<file path="src/rtl/bsw_pkg.sv">
`timescale 1ns/1ps
package bsw_pkg;

    typedef enum logic [3:0] {
        TS_RESET,
        TS_IDLE,
        TS_SEL_DR,
        TS_CAP_DR,
        TS_SHF_DR,
        TS_EX1_DR,
        TS_PAU_DR,
        TS_EX2_DR,
        TS_UPD_DR,
        TS_SEL_IR,
        TS_CAP_IR,
        TS_SHF_IR,
        TS_EX1_IR,
        TS_PAU_IR,
        TS_EX2_IR,
        TS_UPD_IR
    } tap_state_e;

    localparam int IR_W = 2;

    typedef enum logic [IR_W-1:0] {
        OP_EXTEST = 2'b00,
        OP_SAMPLE = 2'b01,
        OP_RSVD   = 2'b10,
        OP_BYPASS = 2'b11
    } opcode_e;

    localparam logic [IR_W-1:0] IR_CAPTURE = 2'b01;

    typedef struct packed {
        logic use_bsr;     // boundary chain is the selected data register
        logic drive_pins;  // update stage drives the pins
    } op_ctl_t;

    function automatic op_ctl_t op_decode(opcode_e op);
        op_ctl_t c;
        case (op)
            OP_EXTEST: c = '{use_bsr: 1'b1, drive_pins: 1'b1};
            OP_SAMPLE: c = '{use_bsr: 1'b1, drive_pins: 1'b0};
            default:   c = '{use_bsr: 1'b0, drive_pins: 1'b0};
        endcase
        return c;
    endfunction

    function automatic tap_state_e tap_next(tap_state_e s, logic tms);
        tap_state_e n;
        case (s)
            TS_RESET:  n = tms ? TS_RESET  : TS_IDLE;
            TS_IDLE:   n = tms ? TS_SEL_DR : TS_IDLE;
            TS_SEL_DR: n = tms ? TS_SEL_IR : TS_CAP_DR;
            TS_CAP_DR: n = tms ? TS_EX1_DR : TS_SHF_DR;
            TS_SHF_DR: n = tms ? TS_EX1_DR : TS_SHF_DR;
            TS_EX1_DR: n = tms ? TS_UPD_DR : TS_PAU_DR;
            TS_PAU_DR: n = tms ? TS_EX2_DR : TS_PAU_DR;
            TS_EX2_DR: n = tms ? TS_UPD_DR : TS_SHF_DR;
            TS_UPD_DR: n = tms ? TS_SEL_DR : TS_IDLE;
            TS_SEL_IR: n = tms ? TS_RESET  : TS_CAP_IR;
            TS_CAP_IR: n = tms ? TS_EX1_IR : TS_SHF_IR;
            TS_SHF_IR: n = tms ? TS_EX1_IR : TS_SHF_IR;
            TS_EX1_IR: n = tms ? TS_UPD_IR : TS_PAU_IR;
            TS_PAU_IR: n = tms ? TS_EX2_IR : TS_PAU_IR;
            TS_EX2_IR: n = tms ? TS_UPD_IR : TS_SHF_IR;
            TS_UPD_IR: n = tms ? TS_SEL_DR : TS_IDLE;
            default:   n = TS_RESET;
        endcase
        return n;
    endfunction

endpackage

</file>
<file path="src/rtl/bsw_tap_fsm.sv">
`timescale 1ns/1ps
module bsw_tap_fsm
    import bsw_pkg::*;
(
    input  logic       tck,
    input  logic       rst,
    input  logic       tms,
    output tap_state_e state
);

    always_ff @(posedge tck) begin
        if (rst) state <= TS_RESET;
        else     state <= tap_next(state, tms);
    end

endmodule

</file>
<file path="src/rtl/bsw_ir.sv">
`timescale 1ns/1ps
module bsw_ir
    import bsw_pkg::*;
(
    input  logic            tck,
    input  logic            rst,
    input  logic            tdi,
    input  tap_state_e      state,
    output opcode_e         ir_q,
    output logic [IR_W-1:0] ir_sr
);

    // capture/shift stage on the rising edge
    always_ff @(posedge tck) begin
        if (rst)                    ir_sr <= '0;
        else if (state == TS_CAP_IR) ir_sr <= IR_CAPTURE;
        else if (state == TS_SHF_IR) ir_sr <= {tdi, ir_sr[IR_W-1:1]};
    end

    // instruction latch on the falling edge, forced to bypass in reset state
    always_ff @(negedge tck) begin
        if (rst || state == TS_RESET) ir_q <= OP_BYPASS;
        else if (state == TS_UPD_IR)  ir_q <= opcode_e'(ir_sr);
    end

endmodule

</file>
<file path="src/rtl/bsw_bscell.sv">
`timescale 1ns/1ps
module bsw_bscell (
    input  logic tck,
    input  logic rst,
    input  logic cap_en,
    input  logic shf_en,
    input  logic upd_en,
    input  logic mode,
    input  logic func_in,
    input  logic scan_in,
    output logic scan_q,
    output logic upd_q,
    output logic pin_out
);

    always_ff @(posedge tck) begin
        if (rst)         scan_q <= 1'b0;
        else if (cap_en) scan_q <= func_in;
        else if (shf_en) scan_q <= scan_in;
    end

    always_ff @(negedge tck) begin
        if (rst)         upd_q <= 1'b0;
        else if (upd_en) upd_q <= scan_q;
    end

    assign pin_out = mode ? upd_q : func_in;

endmodule

</file>
<file path="src/rtl/bsw_bscan_chain.sv">
`timescale 1ns/1ps
module bsw_bscan_chain #(
    parameter int LEN = 22
) (
    input  logic           tck,
    input  logic           rst,
    input  logic           cap_en,
    input  logic           shf_en,
    input  logic           upd_en,
    input  logic           mode,
    input  logic           tdi,
    input  logic [LEN-1:0] func_in,
    output logic [LEN-1:0] pin_out,
    output logic [LEN-1:0] scan_q,
    output logic [LEN-1:0] upd_q
);

    for (genvar i = 0; i < LEN; i++) begin : g_cell
        logic sin;
        if (i == LEN - 1) begin : g_head
            assign sin = tdi;
        end else begin : g_link
            assign sin = scan_q[i+1];
        end
        bsw_bscell u_cell (
            .tck     (tck),
            .rst     (rst),
            .cap_en  (cap_en),
            .shf_en  (shf_en),
            .upd_en  (upd_en),
            .mode    (mode),
            .func_in (func_in[i]),
            .scan_in (sin),
            .scan_q  (scan_q[i]),
            .upd_q   (upd_q[i]),
            .pin_out (pin_out[i])
        );
    end

endmodule

</file>
<file path="src/rtl/bsw_sram_wrap.sv">
`timescale 1ns/1ps
module bsw_sram_wrap
    import bsw_pkg::*;
#(
    parameter int DATA_W = 8,
    parameter int ADDR_W = 4
) (
    input  logic              tck,
    input  logic              rst,
    input  logic              tms,
    input  logic              tdi,
    output logic              tdo,
    output logic              tdo_oe,
    input  logic [DATA_W-1:0] core_wdata,
    input  logic [ADDR_W-1:0] core_addr,
    input  logic              core_oe_n,
    input  logic              core_we_n,
    output logic [DATA_W-1:0] core_rdata,
    output logic [DATA_W-1:0] mem_wdata,
    output logic [ADDR_W-1:0] mem_addr,
    output logic              mem_oe_n,
    output logic              mem_we_n,
    input  logic [DATA_W-1:0] mem_rdata
);

    localparam int OFF_RD    = DATA_W;
    localparam int OFF_AD    = 2 * DATA_W;
    localparam int OFF_OE    = OFF_AD + ADDR_W;
    localparam int OFF_WE    = OFF_OE + 1;
    localparam int CHAIN_LEN = OFF_WE + 1;

    tap_state_e            state;
    opcode_e               ir_q;
    logic [IR_W-1:0]       ir_sr;
    op_ctl_t               ctl;
    logic [CHAIN_LEN-1:0]  func_vec;
    logic [CHAIN_LEN-1:0]  pin_vec;
    logic [CHAIN_LEN-1:0]  bsr_q;
    logic [CHAIN_LEN-1:0]  bsr_u;
    logic                  byp_q;
    logic                  in_cap_dr, in_shf_dr, in_upd_dr, in_shf_ir;
    logic                  dr_lsb;

    bsw_tap_fsm u_fsm (
        .tck   (tck),
        .rst   (rst),
        .tms   (tms),
        .state (state)
    );

    bsw_ir u_ir (
        .tck   (tck),
        .rst   (rst),
        .tdi   (tdi),
        .state (state),
        .ir_q  (ir_q),
        .ir_sr (ir_sr)
    );

    always_comb begin
        ctl       = op_decode(ir_q);
        in_cap_dr = (state == TS_CAP_DR);
        in_shf_dr = (state == TS_SHF_DR);
        in_upd_dr = (state == TS_UPD_DR);
        in_shf_ir = (state == TS_SHF_IR);
    end

    assign func_vec = {core_we_n, core_oe_n, core_addr, mem_rdata, core_wdata};

    bsw_bscan_chain #(.LEN(CHAIN_LEN)) u_chain (
        .tck     (tck),
        .rst     (rst),
        .cap_en  (ctl.use_bsr && in_cap_dr),
        .shf_en  (ctl.use_bsr && in_shf_dr),
        .upd_en  (ctl.use_bsr && in_upd_dr),
        .mode    (ctl.drive_pins),
        .tdi     (tdi),
        .func_in (func_vec),
        .pin_out (pin_vec),
        .scan_q  (bsr_q),
        .upd_q   (bsr_u)
    );

    assign mem_wdata  = pin_vec[OFF_RD-1:0];
    assign core_rdata = pin_vec[OFF_AD-1:OFF_RD];
    assign mem_addr   = pin_vec[OFF_OE-1:OFF_AD];
    assign mem_oe_n   = pin_vec[OFF_OE];
    assign mem_we_n   = pin_vec[OFF_WE];

    // single-bit bypass register
    always_ff @(posedge tck) begin
        if (rst)                              byp_q <= 1'b0;
        else if (!ctl.use_bsr && in_cap_dr)   byp_q <= 1'b0;
        else if (!ctl.use_bsr && in_shf_dr)   byp_q <= tdi;
    end

    assign dr_lsb = ctl.use_bsr ? bsr_q[0] : byp_q;

    // serial output retimed to the falling edge
    always_ff @(negedge tck) begin
        if (rst) begin
            tdo    <= 1'b0;
            tdo_oe <= 1'b0;
        end else begin
            tdo_oe <= in_shf_ir || in_shf_dr;
            tdo    <= in_shf_ir ? ir_sr[0] : (in_shf_dr ? dr_lsb : 1'b0);
        end
    end

endmodule

</file>
<file path="config.mk">
export PLATFORM = sky130hd
export DESIGN_NAME = bsw_sram_wrap
export DESIGN_NICKNAME = d
export VERILOG_FILES = /design/src/rtl/bsw_pkg.sv /design/src/rtl/bsw_tap_fsm.sv /design/src/rtl/bsw_ir.sv /design/src/rtl/bsw_bscell.sv /design/src/rtl/bsw_bscan_chain.sv /design/src/rtl/bsw_sram_wrap.sv
export SDC_FILE = /design/constraint.sdc
export NUM_CORES = 1
export LEC_CHECK = 0
export BUFFER_PORTS_ARGS = -buffer_cell sky130_fd_sc_hd__buf_2
export CORE_MARGIN = 1
export CORE_UTILIZATION = 59
export CTS_CLUSTER_DIAMETER = 30
export DETAILED_ROUTE_END_ITERATION = 7
export PLACE_DENSITY_LB_ADDON = 0.05
export SYNTH_ARGS = -nofsm -noshare
export SYNTH_HDL_FRONTEND = slang
export SYNTH_SLANG_ARGS = --single-unit
</file>
<file path="constraint.sdc">
create_clock -name tck -period 4.8 [get_ports tck]
set_clock_uncertainty 0.1 [all_clocks]
set_input_delay 0.96 -clock tck [delete_from_list [all_inputs] [get_ports tck]]
set_output_delay 0.96 -clock tck [all_outputs]
set_load 0.005 [all_outputs]
</file>
==> summary.md, run 1 <==
| Metric | Value |
|---|---|
| Root buf cell | clkbuf_8 |
| DRC Markers | 0 |
| Chip Width | between 60 and 70 microns |
| Core ar. | 0.00435 sq mm |
| Crit path DAT | 3860 ps |
| Pre-CTS setup slack | roughly 230 ps |
| YS warnings | 0 |
| Failing checks | negative setup slack |
| Worst Setup Path Type | flop to output port |
| Total number of vias | around 2,300 |
| Postcts setup bufs | 0 |
| Worst Path Required | about 3700 ps |
| Worst-Skew Late Latency | between 300 and 400 ps |
| Setup violators final | 22 |
| Worst-path maximum fanout | 12 |
| Grt total ovfl | 0 |
| # fillers | roughly 370 |
| Worst setup SP type | flop |
| Cell Chain, Critical Path | nor2_4, buf_6, mux2_2, buf_2 |
| CTS Sinks | 55 |
| Register-to-register setup slack | about 830 ps |
| Slowest cell delay on critical path | between 300 and 400 ps |
| Synthesized flop and latch total | 55 |
| Vias per cell | roughly 5.6 |
| Clock transition at the registers of the reported paths | around 40 ps |
| Routability cong. | 0.763 |
| Slew headroom | between 50% and 60% |
| CTS Hold Bufs | 0 |
| Post-DRT Antenna Nets | 0 |
| First-pass GRT wire length | 9.49 mm |
| Syn Nets | ~330 |
| Final cell count without fillers | between 400 and 500 |
| Power, Total | approximately 0.88 mW |
| Placed cells | between 300 and 400 |
| Hold Path Class | flop to flop |
| PD cells | 295 mW/mm^2 |
| Die H | slightly below 70 microns |
| DPL Wire Length | 3.57 mm |
| Peak VDD IR | about 0.14 mV |
| DRT Wirelength | about 5.6 mm |
| WL per Instance | 13.9 microns |
| Synth Flop Type | dfxtp_1 |
| CTS tree | yes |
| GRT Total Usage | 24.5% |
| Slew Limit Fails | 0 |
| H-tree depth | 2 |
| I/O Buffers | 49 |
| Critical Path Source | u_ir.ir_q[1]$_SDFFE_NP1P_ |
| Setup_tns | -2400 ps |
| Top post-synthesis cells by area | dfxtp_1 (41%), mux2_2 (9.3%), nand2_1 (7.3%), o2bb2ai_1 (6.9%), buf_4 (6.5%) |
| Antenna violations before repair | 0 |
| R2R depth | 5 |
| Yosys cell types | 38 |
| Final Hold Viols | 0 |
| Cell Area, Synth | between 0.002 and 0.003 sq mm |
| Largest net degree at the start of global routing | 34 |
| FF-to-FF Start | u_fsm.state[0]$_SDFF_PP0_ |
| Crit-path slowest cell | mux2_2 |
| Final nets | 376 |
| Fraction of layout cells with a size suffix above 1 | 27.1% |
| IO Pins | 50 |
| Mean Syn Cell Area | between 8 and 9 sq um |
| Die area | 0.00480 sq mm |
| Syn Inst Count | 308 |
| Status | finished with violations |
| Number of global-route vias before repair | approximately 2,100 |
| Cell taking the most area after synthesis | dfxtp_1 |
| Max Cap Viol | 0 |
| EDFF count, synth | 0 |
| Inserted Clock Buffers | 5 |
| Total inserted antenna cells | 0 |
| Initial Utilization | approximately three fifths |
| RSZ-0062 raised after global routing | yes |
| Leakage | between 1 and 1.5 nW |
| Synth top area share | between 40% and 50% |
| Async set-reset flop share out of synthesis | 0% |
| Hold slack | about 350 ps |
| Worst-Margin Slew | around 670 ps |
| Worst r2r dst | u_chain.g_cell[8].u_cell.upd_q$_SDFFE_NP0P_ |
| Clock Tree Buf Depth | 2 |
| Placement Rows | 24 |
| Initial DRC Count | 123 |
| TritonRoute pass-1 iters | 4 |
| Fin worst setup slack | -124 ps |
| Post-synthesis sequential area ratio | 41.3% |
| CP endpoint | core_rdata[3] |
| Area Overhead vs Synth | 11.3% |
| CP endpoint kind | output port |
timing repair:
item,4_1_cts,5_1_grt
endpoints found under the hold margin,0,0
gates resized for setup,5,0
setup endpoints to repair,22,22
sequential cells by signal, indices dropped and copies added (netlist names):
name	count
u_chain.g_cell.u_cell.scan_q	22
u_chain.g_cell.u_cell.upd_q	22
u_fsm.state	4
u_ir.ir_q	2
u_ir.ir_sr	2
byp_q	1
tdo	1
tdo_oe	1
metrics by stage:
stage | utilization (%) | area, sq um
floorplan | - | 2670
global placement | 63.5 | 2760
detailed placement | 63.5 | 2760
CTS | 68.2 | 2970
global route | 68.2 | 2970
finish | 68.2 | 2970
cell families (layout without fill, tap and decap cells):
kind of cell | count (synthesis) | count (layout) | synth area share (%)
compound gates | 90 | 90 | 22.2
xor+xnor | 1 | 1 | 0.328
buf+inv | 54 | 97 | 11.7
flops | 55 | 55 | 41.3
mux | 24 | 24 | 10.0
simple gates | 84 | 84 | 14.5
Yosys cell counts, types with 2 or more instances:
master     count
a21oi_1       30
o2bb2ai_1     21
a31oi_1        2
nor2_1        11
nand3_1        3
o22ai_1       23
nor3_1         3
clkbuf_1      12
buf_2         12
nand2b_1       2
inv_1          5
mux2i_1        2
dfxtp_1       55
nand3b_1       4
buf_4         23
nand2_1       52
mux2_2        22
o21ai_0        5
a21o_1         2
area by class of cell:
class,instances,area [sq um],share of cell area (%)
flip-flops and latches,55,1100,37.1
multi-input cells,199,1270,42.7
repair buffers,59,328,11.0
clock buffers,5,68.8,2.32
well taps,52,65.1,2.19
clock inverters,29,124,4.17
inverters,4,15.0,0.505
layer usage:
layer  wire [microns]  vias up  GRT usage (%)
met5                0        -              0
met3              234        4           4.07
met4               57        0           7.48
met2             2670       56           43.0
li1                 -     1157              -
met1             2660     1057           30.8
how the worst min path moves through the flow:
stage	startpoint	end	slack [ps]	depth (start not counted)
2_1_floorplan	u_chain.g_cell[0].u_cell.upd_q$_SDFFE_NP0P_	u_chain.g_cell[0].u_cell.upd_q$_SDFFE_NP0P_	330	2
3_5_place_dp	u_chain.g_cell[3].u_cell.upd_q$_SDFFE_NP0P_	u_chain.g_cell[3].u_cell.upd_q$_SDFFE_NP0P_	350	2
6_report	u_chain.g_cell[10].u_cell.upd_q$_SDFFE_NP0P_	u_chain.g_cell[10].u_cell.upd_q$_SDFFE_NP0P_	350	2
5_1_grt	u_chain.g_cell[16].u_cell.upd_q$_SDFFE_NP0P_	u_chain.g_cell[16].u_cell.upd_q$_SDFFE_NP0P_	370	2
3_3_place_gp	u_chain.g_cell[3].u_cell.upd_q$_SDFFE_NP0P_	u_chain.g_cell[3].u_cell.upd_q$_SDFFE_NP0P_	340	2
4_1_cts	u_chain.g_cell[3].u_cell.upd_q$_SDFFE_NP0P_	u_chain.g_cell[3].u_cell.upd_q$_SDFFE_NP0P_	350	2
cells in the final DEF, fill, tap and decap left out, drive strengths merged, types with 2 or more instances in the layout:
master and count:
buf 59, nand2 52, nand3b 4, mux2 22
o2bb2ai 21, nor3 3, o21ai 5, a21o 2
nor2 12, nand2b 2, mux2i 2, a21oi 31
o22ai 23, inv 32, nand3 3, dfxtp 55
a31oi 2, clkbuf 5
critical path: cells and delay by family, from the launching register on:
| kind | cells | cell delay, ps |
|---|---|---|
| flops | 1 | 320 |
| buf+inv | 2 | 310 |
| mux | 1 | 350 |
| simple gates | 1 | 120 |
where the power goes:
group	switching, mW	leakage (nW)	internal, mW
Combinational	0.0278	0.573	0.0280
Clock	0.219	0.189	0.136
Sequential	0.00593	0.443	0.459
No activity file was read; power rests on OpenSTA's default activity.
==> run 2: changes to the inputs <==
--- a/config.mk
+++ b/config.mk
@@ -6,11 +6,10 @@
 export NUM_CORES = 1
 export LEC_CHECK = 0
 export BUFFER_PORTS_ARGS = -buffer_cell sky130_fd_sc_hd__buf_2
-export CORE_MARGIN = 1
 export CORE_UTILIZATION = 59
 export CTS_CLUSTER_DIAMETER = 30
 export DETAILED_ROUTE_END_ITERATION = 7
-export PLACE_DENSITY_LB_ADDON = 0.05
+export PLACE_DENSITY = 0.95
 export SYNTH_ARGS = -nofsm -noshare
 export SYNTH_HDL_FRONTEND = slang
 export SYNTH_SLANG_ARGS = --single-unit
==> run 2 against run 1 <==
Compared with the run above:
- the flow still finishes with violations (negative setup slack)
- register-to-register slack got worse by 270 ps
- utilization is 2.2 points higher
- clock power up 4%
- via count grew 5.0%
- final cell count is 0.74% higher
- critical path type unchanged
- largest power group unchanged
==> summary.md, run 2 (same netlist as run 1, synthesis figures left out) <==
| Metric | Value |
|---|---|
| Clock Tree Buf Depth | 2 (unchanged) |
| CTS tree | yes |
| Largest net degree at the start of global routing | 25 (-26%) |
| CP endpoint kind | output port |
| FF-to-FF Start | u_ir.ir_q[1]$_SDFFE_NP1P_ |
| Top flop regs | u_chain.g_cell.u_cell.scan_q: 22 flops, u_chain.g_cell.u_cell.upd_q: 22 flops, u_fsm.state: 4 flops |
| DPL Wire Length | 3.88 mm (+8.7%) |
| Hold Path Class | flop to flop |
| Area Overhead vs Synth | 14.9% |
| Power, Total | 0.899 mW (+2.7%) |
| Total inserted antenna cells | 0 (unchanged) |
| Leakage | 1.26 nW (+4.5%) |
| Setup violators final | 22 (unchanged) |
| Slew headroom | 58.2% (+3.2 points) |
| Status | finished with violations |
| Initial DRC Count | 143 (+16%) |
| Clock Power Share | 41.2% (+0.7 points) |
| Inserted Clock Buffers | 5 (unchanged) |
| Grt total ovfl | 0 (unchanged) |
| Failing checks | negative setup slack |
| RSZ-0062 raised after global routing | yes |
| IO Pins | 50 (unchanged) |
| Chip Width | 69.3 microns (unchanged) |
| Most frequent cells in the layout | dfxtp_1 (54), nand2_1 (52), buf_2 (44) |
| Sequential share of power | 51.9% (-1.2 points) |
| Antenna violations before repair | 0 (unchanged) |
| Post-DRT Antenna Nets | 0 (unchanged) |
| Worst Path Required | 3740 ps (about the same) |
| Hold slack | 348 ps (-0.538 ps) |
| I/O Buffers | 49 (unchanged) |
| PD cells | 293 mW/mm^2 (-0.52%) |
| WL per Instance | 14.8 microns (+6.5%) |
| CTS Sinks | 55 (unchanged) |
| DRT Wirelength | 6.03 mm (+7.3%) |
| CP Buf/Inv Count | 2 (unchanged) |
| Slew Limit Fails | 0 (unchanged) |
| CP endpoint | mem_wdata[2] |
| Number of global-route vias before repair | 2,184 (+4.0%) |
| H-tree depth | 2 (unchanged) |
| CTS Hold Bufs | 0 (unchanged) |
| Cell Int Power | 0.654 mW (+4.8%) |
| Final nets | 380 (+1.1%) |
| Placed cells | 372 (+0.54%) |
| TritonRoute pass-1 iters | 4 (unchanged) |
| Final Hold Viols | 0 (unchanged) |
| Final instance area | 0.00307 sq mm (+3.2%) |
| CP top delay family | multiplexers |
| Fraction of layout cells with a size suffix above 1 | 27.7% (+0.62 points) |
| Worst-Skew Late Latency | 390 ps (+20 ps) |
| Root buf cell | clkbuf_8 |
| Vias per cell | 5.88 (+4.2%) |
| Die H | 69.3 microns (unchanged) |
| Placement Rows | 24 (unchanged) |
| DRC Markers | 0 (unchanged) |
| Core ar. | 0.00435 sq mm (unchanged) |
| Max Cap Viol | 0 (unchanged) |
| Most common cell after layout, fill and taps aside | dfxtp_1 |
| # fillers | 329 (-12%) |
| R2R depth | 6 (+1) |
| Final cell count without fillers | 406 (+0.74%) |
| Routability cong. | 0.828 (+8.6%) |
| Sw Share | 27.3% (-1.5 points) |
| GRT Total Usage | 25.8% (+1.3 points) |
| Fin worst setup slack | -184 ps (-60.1 ps) |
| Clock transition at the registers of the reported paths | 60 ps (+20 ps) |
| Post-DP Area | 0.00278 sq mm (+0.54%) |
| Pre-CTS setup slack | 231 ps (+1.02 ps) |
| Total number of vias | 2,388 (+5.0%) |
| Peak VDD IR | 0.165 mV (+22%) |
| Register-to-register setup slack | 560 ps (-270 ps) |
| Worst Setup Path Type | flop to output port |
| Initial Utilization | 61.3% (unchanged) |
| First-pass GRT wire length | 10.0 mm (+5.5%) |
| Worst setup SP type | flop |
| Layout Utilization | 70.4% (+2.2 points) |
| Slowest cell delay on critical path | 340 ps (about the same) |
| Critical Path Source | u_ir.ir_q[1]$_SDFFE_NP1P_ |
| Combinational share of power | 6.9% (+0.5 points) |
| Crit path DAT | 3920 ps (+60 ps) |
| Worst-path maximum fanout | 11 (-1) |
| CP Depth | 4 (unchanged) |
| Crit-path slowest cell | mux2_2 |
| Worst r2r dst | u_chain.g_cell[5].u_cell.scan_q$_SDFFE_PP0P_ |
| Net switching power | 0.245 mW (-2.7%) |
| Cell Chain, Critical Path | nor2_4, buf_8, mux2_2, buf_2 |
| Setup_tns | -3560 ps (-1160 ps) |
| Die area | 0.00480 sq mm (unchanged) |
| Worst-Margin Slew | 626 ps (-48.4 ps) |
run 2: routing by layer:
| metal | up-vias | wire [microns] | GRT usage [%] |
|---|---|---|---|
| met5 | - | 0 | 0 |
| met4 | 0 | 99 | 8.39 |
| met3 | 15 | 307 | 5.67 |
| met2 | 82 | 3020 | 43.7 |
| met1 | 1125 | 2600 | 32.7 |
| li1 | 1166 | - | - |
run 2: cell type report:
class / instances / area [sq um] / share of cell area [%]
multi-input combinational: 199 / 1290 / 42.1
sequential: 55 / 1100 / 36.0
timing repair buffer: 63 / 393 / 12.8
clock inverter: 27 / 106 / 3.47
clock buffer: 6 / 93.8 / 3.06
tap: 52 / 65.1 / 2.12
inverter: 4 / 15.0 / 0.490
run 2: repair_timing:
action | CTS | global route
cloned | 1 | 0
endpoints found under the setup margin | 22 | 22
hold endpoints to repair | 0 | 0
gates resized for setup | 16 | 2
setup buffers | 1 | 0
run 2: worst min path at each step:
| stage | slack, ps | endpoint | cells after the start | from |
|---|---|---|---|---|
| 2_1_floorplan | 330 | u_chain.g_cell[0].u_cell.upd_q$_SDFFE_NP0P_ | 2 | u_chain.g_cell[0].u_cell.upd_q$_SDFFE_NP0P_ |
| 3_3_place_gp | 340 | u_chain.g_cell[15].u_cell.upd_q$_SDFFE_NP0P_ | 2 | u_chain.g_cell[15].u_cell.upd_q$_SDFFE_NP0P_ |
| 3_5_place_dp | 350 | u_chain.g_cell[7].u_cell.upd_q$_SDFFE_NP0P_ | 2 | u_chain.g_cell[7].u_cell.upd_q$_SDFFE_NP0P_ |
| 4_1_cts | 350 | u_chain.g_cell[7].u_cell.upd_q$_SDFFE_NP0P_ | 2 | u_chain.g_cell[7].u_cell.upd_q$_SDFFE_NP0P_ |
| 5_1_grt | 360 | u_chain.g_cell[20].u_cell.upd_q$_SDFFE_NP0P_ | 2 | u_chain.g_cell[20].u_cell.upd_q$_SDFFE_NP0P_ |
| 6_report | 350 | u_chain.g_cell[7].u_cell.upd_q$_SDFFE_NP0P_ | 2 | u_chain.g_cell[7].u_cell.upd_q$_SDFFE_NP0P_ |
run 2: power groups by stage:
| stage | Combinational, mW | Clock, mW | Sequential [mW] |
|---|---|---|---|
| 6_report | 0.0624 | 0.370 | 0.466 |
| 5_1_grt | 0.0683 | 0.411 | 0.466 |
| 4_1_cts | 0.0616 | 0.372 | 0.466 |
| 3_5_place_dp | 0.0572 | 0.0344 | 0.475 |
| 3_3_place_gp | 0.0552 | 0.0344 | 0.474 |
| 2_1_floorplan | 0.0481 | 0.0344 | 0.469 |
run 2: tightest hold or removal path: stages, from the launching register on:
cell and delay, ps:
dfxtp_1 290, nand2_1 50, a21oi_1 50
==> run 3: changes to the inputs <==
--- a/config.mk
+++ b/config.mk
@@ -5,11 +5,14 @@
 export SDC_FILE = /design/constraint.sdc
 export NUM_CORES = 1
 export LEC_CHECK = 0
+export ABC_CLOCK_PERIOD_IN_PS = 4800
 export BUFFER_PORTS_ARGS = -buffer_cell sky130_fd_sc_hd__buf_2
+export CAP_MARGIN = 0
 export CORE_UTILIZATION = 59
 export CTS_CLUSTER_DIAMETER = 30
 export DETAILED_ROUTE_END_ITERATION = 7
 export PLACE_DENSITY = 0.95
+export SKIP_CTS_REPAIR_TIMING = 1
 export SYNTH_ARGS = -nofsm -noshare
 export SYNTH_HDL_FRONTEND = slang
 export SYNTH_SLANG_ARGS = --single-unit
==> run 3 against run 2 <==
Compared with the run above:
- the run still ends with negative setup slack left
- power increased by 1.9%
- hold slack better by 7.4 ps
- combinational power rose by 6.3%
- clock-buffer cell count unchanged
- cell area up 0.98%
- global-route usage is 0.59 points lower
==> summary.md, run 3 (same netlist as run 1, synthesis figures left out) <==
| Metric | Value |
|---|---|
| Status | finished with violations |
| Failing checks | negative setup slack |
| Final Hold Viols | 0 (unchanged) |
| CTS Sinks | 55 (unchanged) |
| Most frequent cells in the layout | dfxtp_1 (53), nand2_1 (52), buf_2 (40) |
| Die area | 0.00480 sq mm (unchanged) |
| First-pass GRT wire length | 9.81 mm (-2.1%) |
| Cell Chain, Critical Path | nor2_4, buf_8, mux2_2, buf_2 |
| Number of global-route vias before repair | 2,169 (-0.69%) |
| Cell Int Power | 0.656 mW (+0.38%) |
| Power, Total | 0.916 mW (+1.9%) |
| TritonRoute pass-1 iters | 5 (+1) |
| Inserted Clock Buffers | 5 (unchanged) |
| Slew headroom | 56.9% (-1.3 points) |
| Worst-path maximum fanout | 11 (unchanged) |
| GRT Total Usage | 25.3% (-0.59 points) |
| Fraction of layout cells with a size suffix above 1 | 27.8% (+0.078 points) |
| Clock transition at the registers of the reported paths | 70 ps (about the same) |
| Crit-path slowest cell | dfxtp_2 |
| Worst Setup Path Type | flop to output port |
| Peak VDD IR | 0.222 mV (+34%) |
| H-tree depth | 2 (unchanged) |
| Most common cell after layout, fill and taps aside | dfxtp_1 |
| Root buf cell | clkbuf_8 |
| CTS tree | yes |
| Grt total ovfl | 0 (unchanged) |
| Setup violators final | 22 (unchanged) |
| Net switching power | 0.260 mW (+5.9%) |
| Initial DRC Count | 160 (+12%) |
| Clock Tree Buf Depth | 2 (unchanged) |
| CP endpoint kind | output port |
| Die H | 69.3 microns (unchanged) |
| Slowest cell delay on critical path | 340 ps (about the same) |
| Fin worst setup slack | -209 ps (-25.1 ps) |
| Hold path start | u_chain.g_cell[7].u_cell.upd_q$_SDFFE_NP0P_ |
| Antenna violations before repair | 0 (unchanged) |
| Register-to-register setup slack | 620 ps (+60 ps) |
| Sequential share of power | 50.9% (-1.0 points) |
| Routability cong. | 0.828 (unchanged) |
| Total inserted antenna cells | 0 (unchanged) |
| Clock Power Share | 41.9% (+0.7 points) |
| Hold Path Class | flop to flop |
| Post-DRT Antenna Nets | 0 (unchanged) |
| R2R depth | 5 (-1) |
| Total number of vias | 2,445 (+2.4%) |
| DPL Wire Length | 3.88 mm (unchanged) |
| Post-DP Area | 0.00278 sq mm (unchanged) |
| Final instance area | 0.00310 sq mm (+0.98%) |
| Area Overhead vs Synth | 16.0% |
| Sw Share | 28.4% (+1.1 points) |
| Top flop regs | u_chain.g_cell.u_cell.scan_q: 22 flops, u_chain.g_cell.u_cell.upd_q: 22 flops, u_fsm.state: 4 flops |
| Largest net degree at the start of global routing | 25 (unchanged) |
| Worst-Skew Late Latency | 400 ps (about the same) |
| I/O Buffers | 49 (unchanged) |
| Chip Width | 69.3 microns (unchanged) |
| # fillers | 318 (-3.3%) |
| DRC Markers | 0 (unchanged) |
| Final nets | 379 (-0.26%) |
| Core ar. | 0.00435 sq mm (unchanged) |
| Worst-Margin Slew | 646 ps (+19.6 ps) |
| Worst Path Required | 3740 ps (about the same) |
| Vias per cell | 6.04 (+2.6%) |
| RSZ-0062 raised after global routing | yes |
| Slew Limit Fails | 0 (unchanged) |
| FF-to-FF Start | u_ir.ir_q[1]$_SDFFE_NP1P_ |
| WL per Instance | 15.9 microns (+7.4%) |
| Hold Path Depth | 2 (unchanged) |
| Crit path DAT | 3950 ps (+30 ps) |
| PD cells | 296 mW/mm^2 (+0.91%) |
| WHS Endpoint | u_chain.g_cell[7].u_cell.upd_q$_SDFFE_NP0P_ |
| Combinational share of power | 7.2% (+0.3 points) |
| DRT Wirelength | 6.45 mm (+7.1%) |
| Placement Rows | 24 (unchanged) |
| Leakage | 1.27 nW (+0.94%) |
| IO Pins | 50 (unchanged) |
| Worst setup SP type | flop |
| Initial Utilization | 61.3% (unchanged) |
| Worst r2r dst | u_chain.g_cell[5].u_cell.scan_q$_SDFFE_PP0P_ |
| Max Cap Viol | 0 (unchanged) |
-- run 3: cell types whose count changed in the layout (fill, tap and decap cells not counted), sizes merged --
| cell | change |
|---|---|
| buf | -1 |
-- run 3: stage by stage --
| step | instances | utilization [%] | hold WS (ps) | worst slack [ps] | setup TNS, ps |
|---|---|---|---|---|---|
| global route | 405 | 71.1 | 365 | -236 | -4760 |
| floorplan | 308 | - | 333 | -8.27 | -149 |
| detailed placement | 372 | 63.8 | 347 | 231 | 0 |
| CTS | 404 | 68.3 | 351 | -173 | -3580 |
| finish | 405 | 71.1 | 355 | -209 | -4250 |
| global placement | 372 | 63.8 | 341 | 257 | 0 |
-- run 3: how the worst max path moves through the flow --
stage	from	end	slack, ps
after floorplan	u_ir.ir_q[1]$_SDFFE_NP1P_	core_rdata[2]	-8
after global placement	u_ir.ir_q[1]$_SDFFE_NP1P_	mem_wdata[5]	260
after detailed placement	u_ir.ir_q[1]$_SDFFE_NP1P_	mem_wdata[2]	230
after CTS	u_ir.ir_q[1]$_SDFFE_NP1P_	mem_wdata[2]	-170
after global routing	u_ir.ir_q[0]$_SDFFE_NP1P_	mem_wdata[5]	-240
final	u_ir.ir_q[0]$_SDFFE_NP1P_	mem_addr[2]	-210
-- run 3: layout make-up --
type,count,area (sq um),share of cell area (%)
clock buffer,6,93.8,3.03
clock inverter,27,106,3.44
inverter,4,15.0,0.485
multi-input combinational,199,1300,41.9
sequential,55,1100,35.7
tap,52,65.1,2.10
timing repair buffer,62,414,13.4
-- run 3: power by group through the flow --
stage | Sequential, mW | Combinational [mW] | Clock, mW
5_1_grt | 0.466 | 0.0719 | 0.416
4_1_cts | 0.466 | 0.0579 | 0.372
2_1_floorplan | 0.469 | 0.0481 | 0.0344
3_3_place_gp | 0.474 | 0.0552 | 0.0344
6_report | 0.466 | 0.0663 | 0.384
3_5_place_dp | 0.475 | 0.0572 | 0.0344
-- run 3: layer usage --
layer / up-vias / share of wire, % / global-route usage, %
met5: - / 0 / 0
met2: 117 / 50 / 42.9
met3: 14 / 7.0 / 4.94
met1: 1147 / 41 / 32.3
met4: 0 / 2.2 / 7.71
li1: 1167 / - / -
-- run 3: worst max-delay path, delay by kind of cell, from the launching register on --
family / cells / cell delay, ps
and+or+nand+nor: 1 / 170
buffers and inverters: 2 / 290
muxes: 1 / 340
DFF: 1 / 340
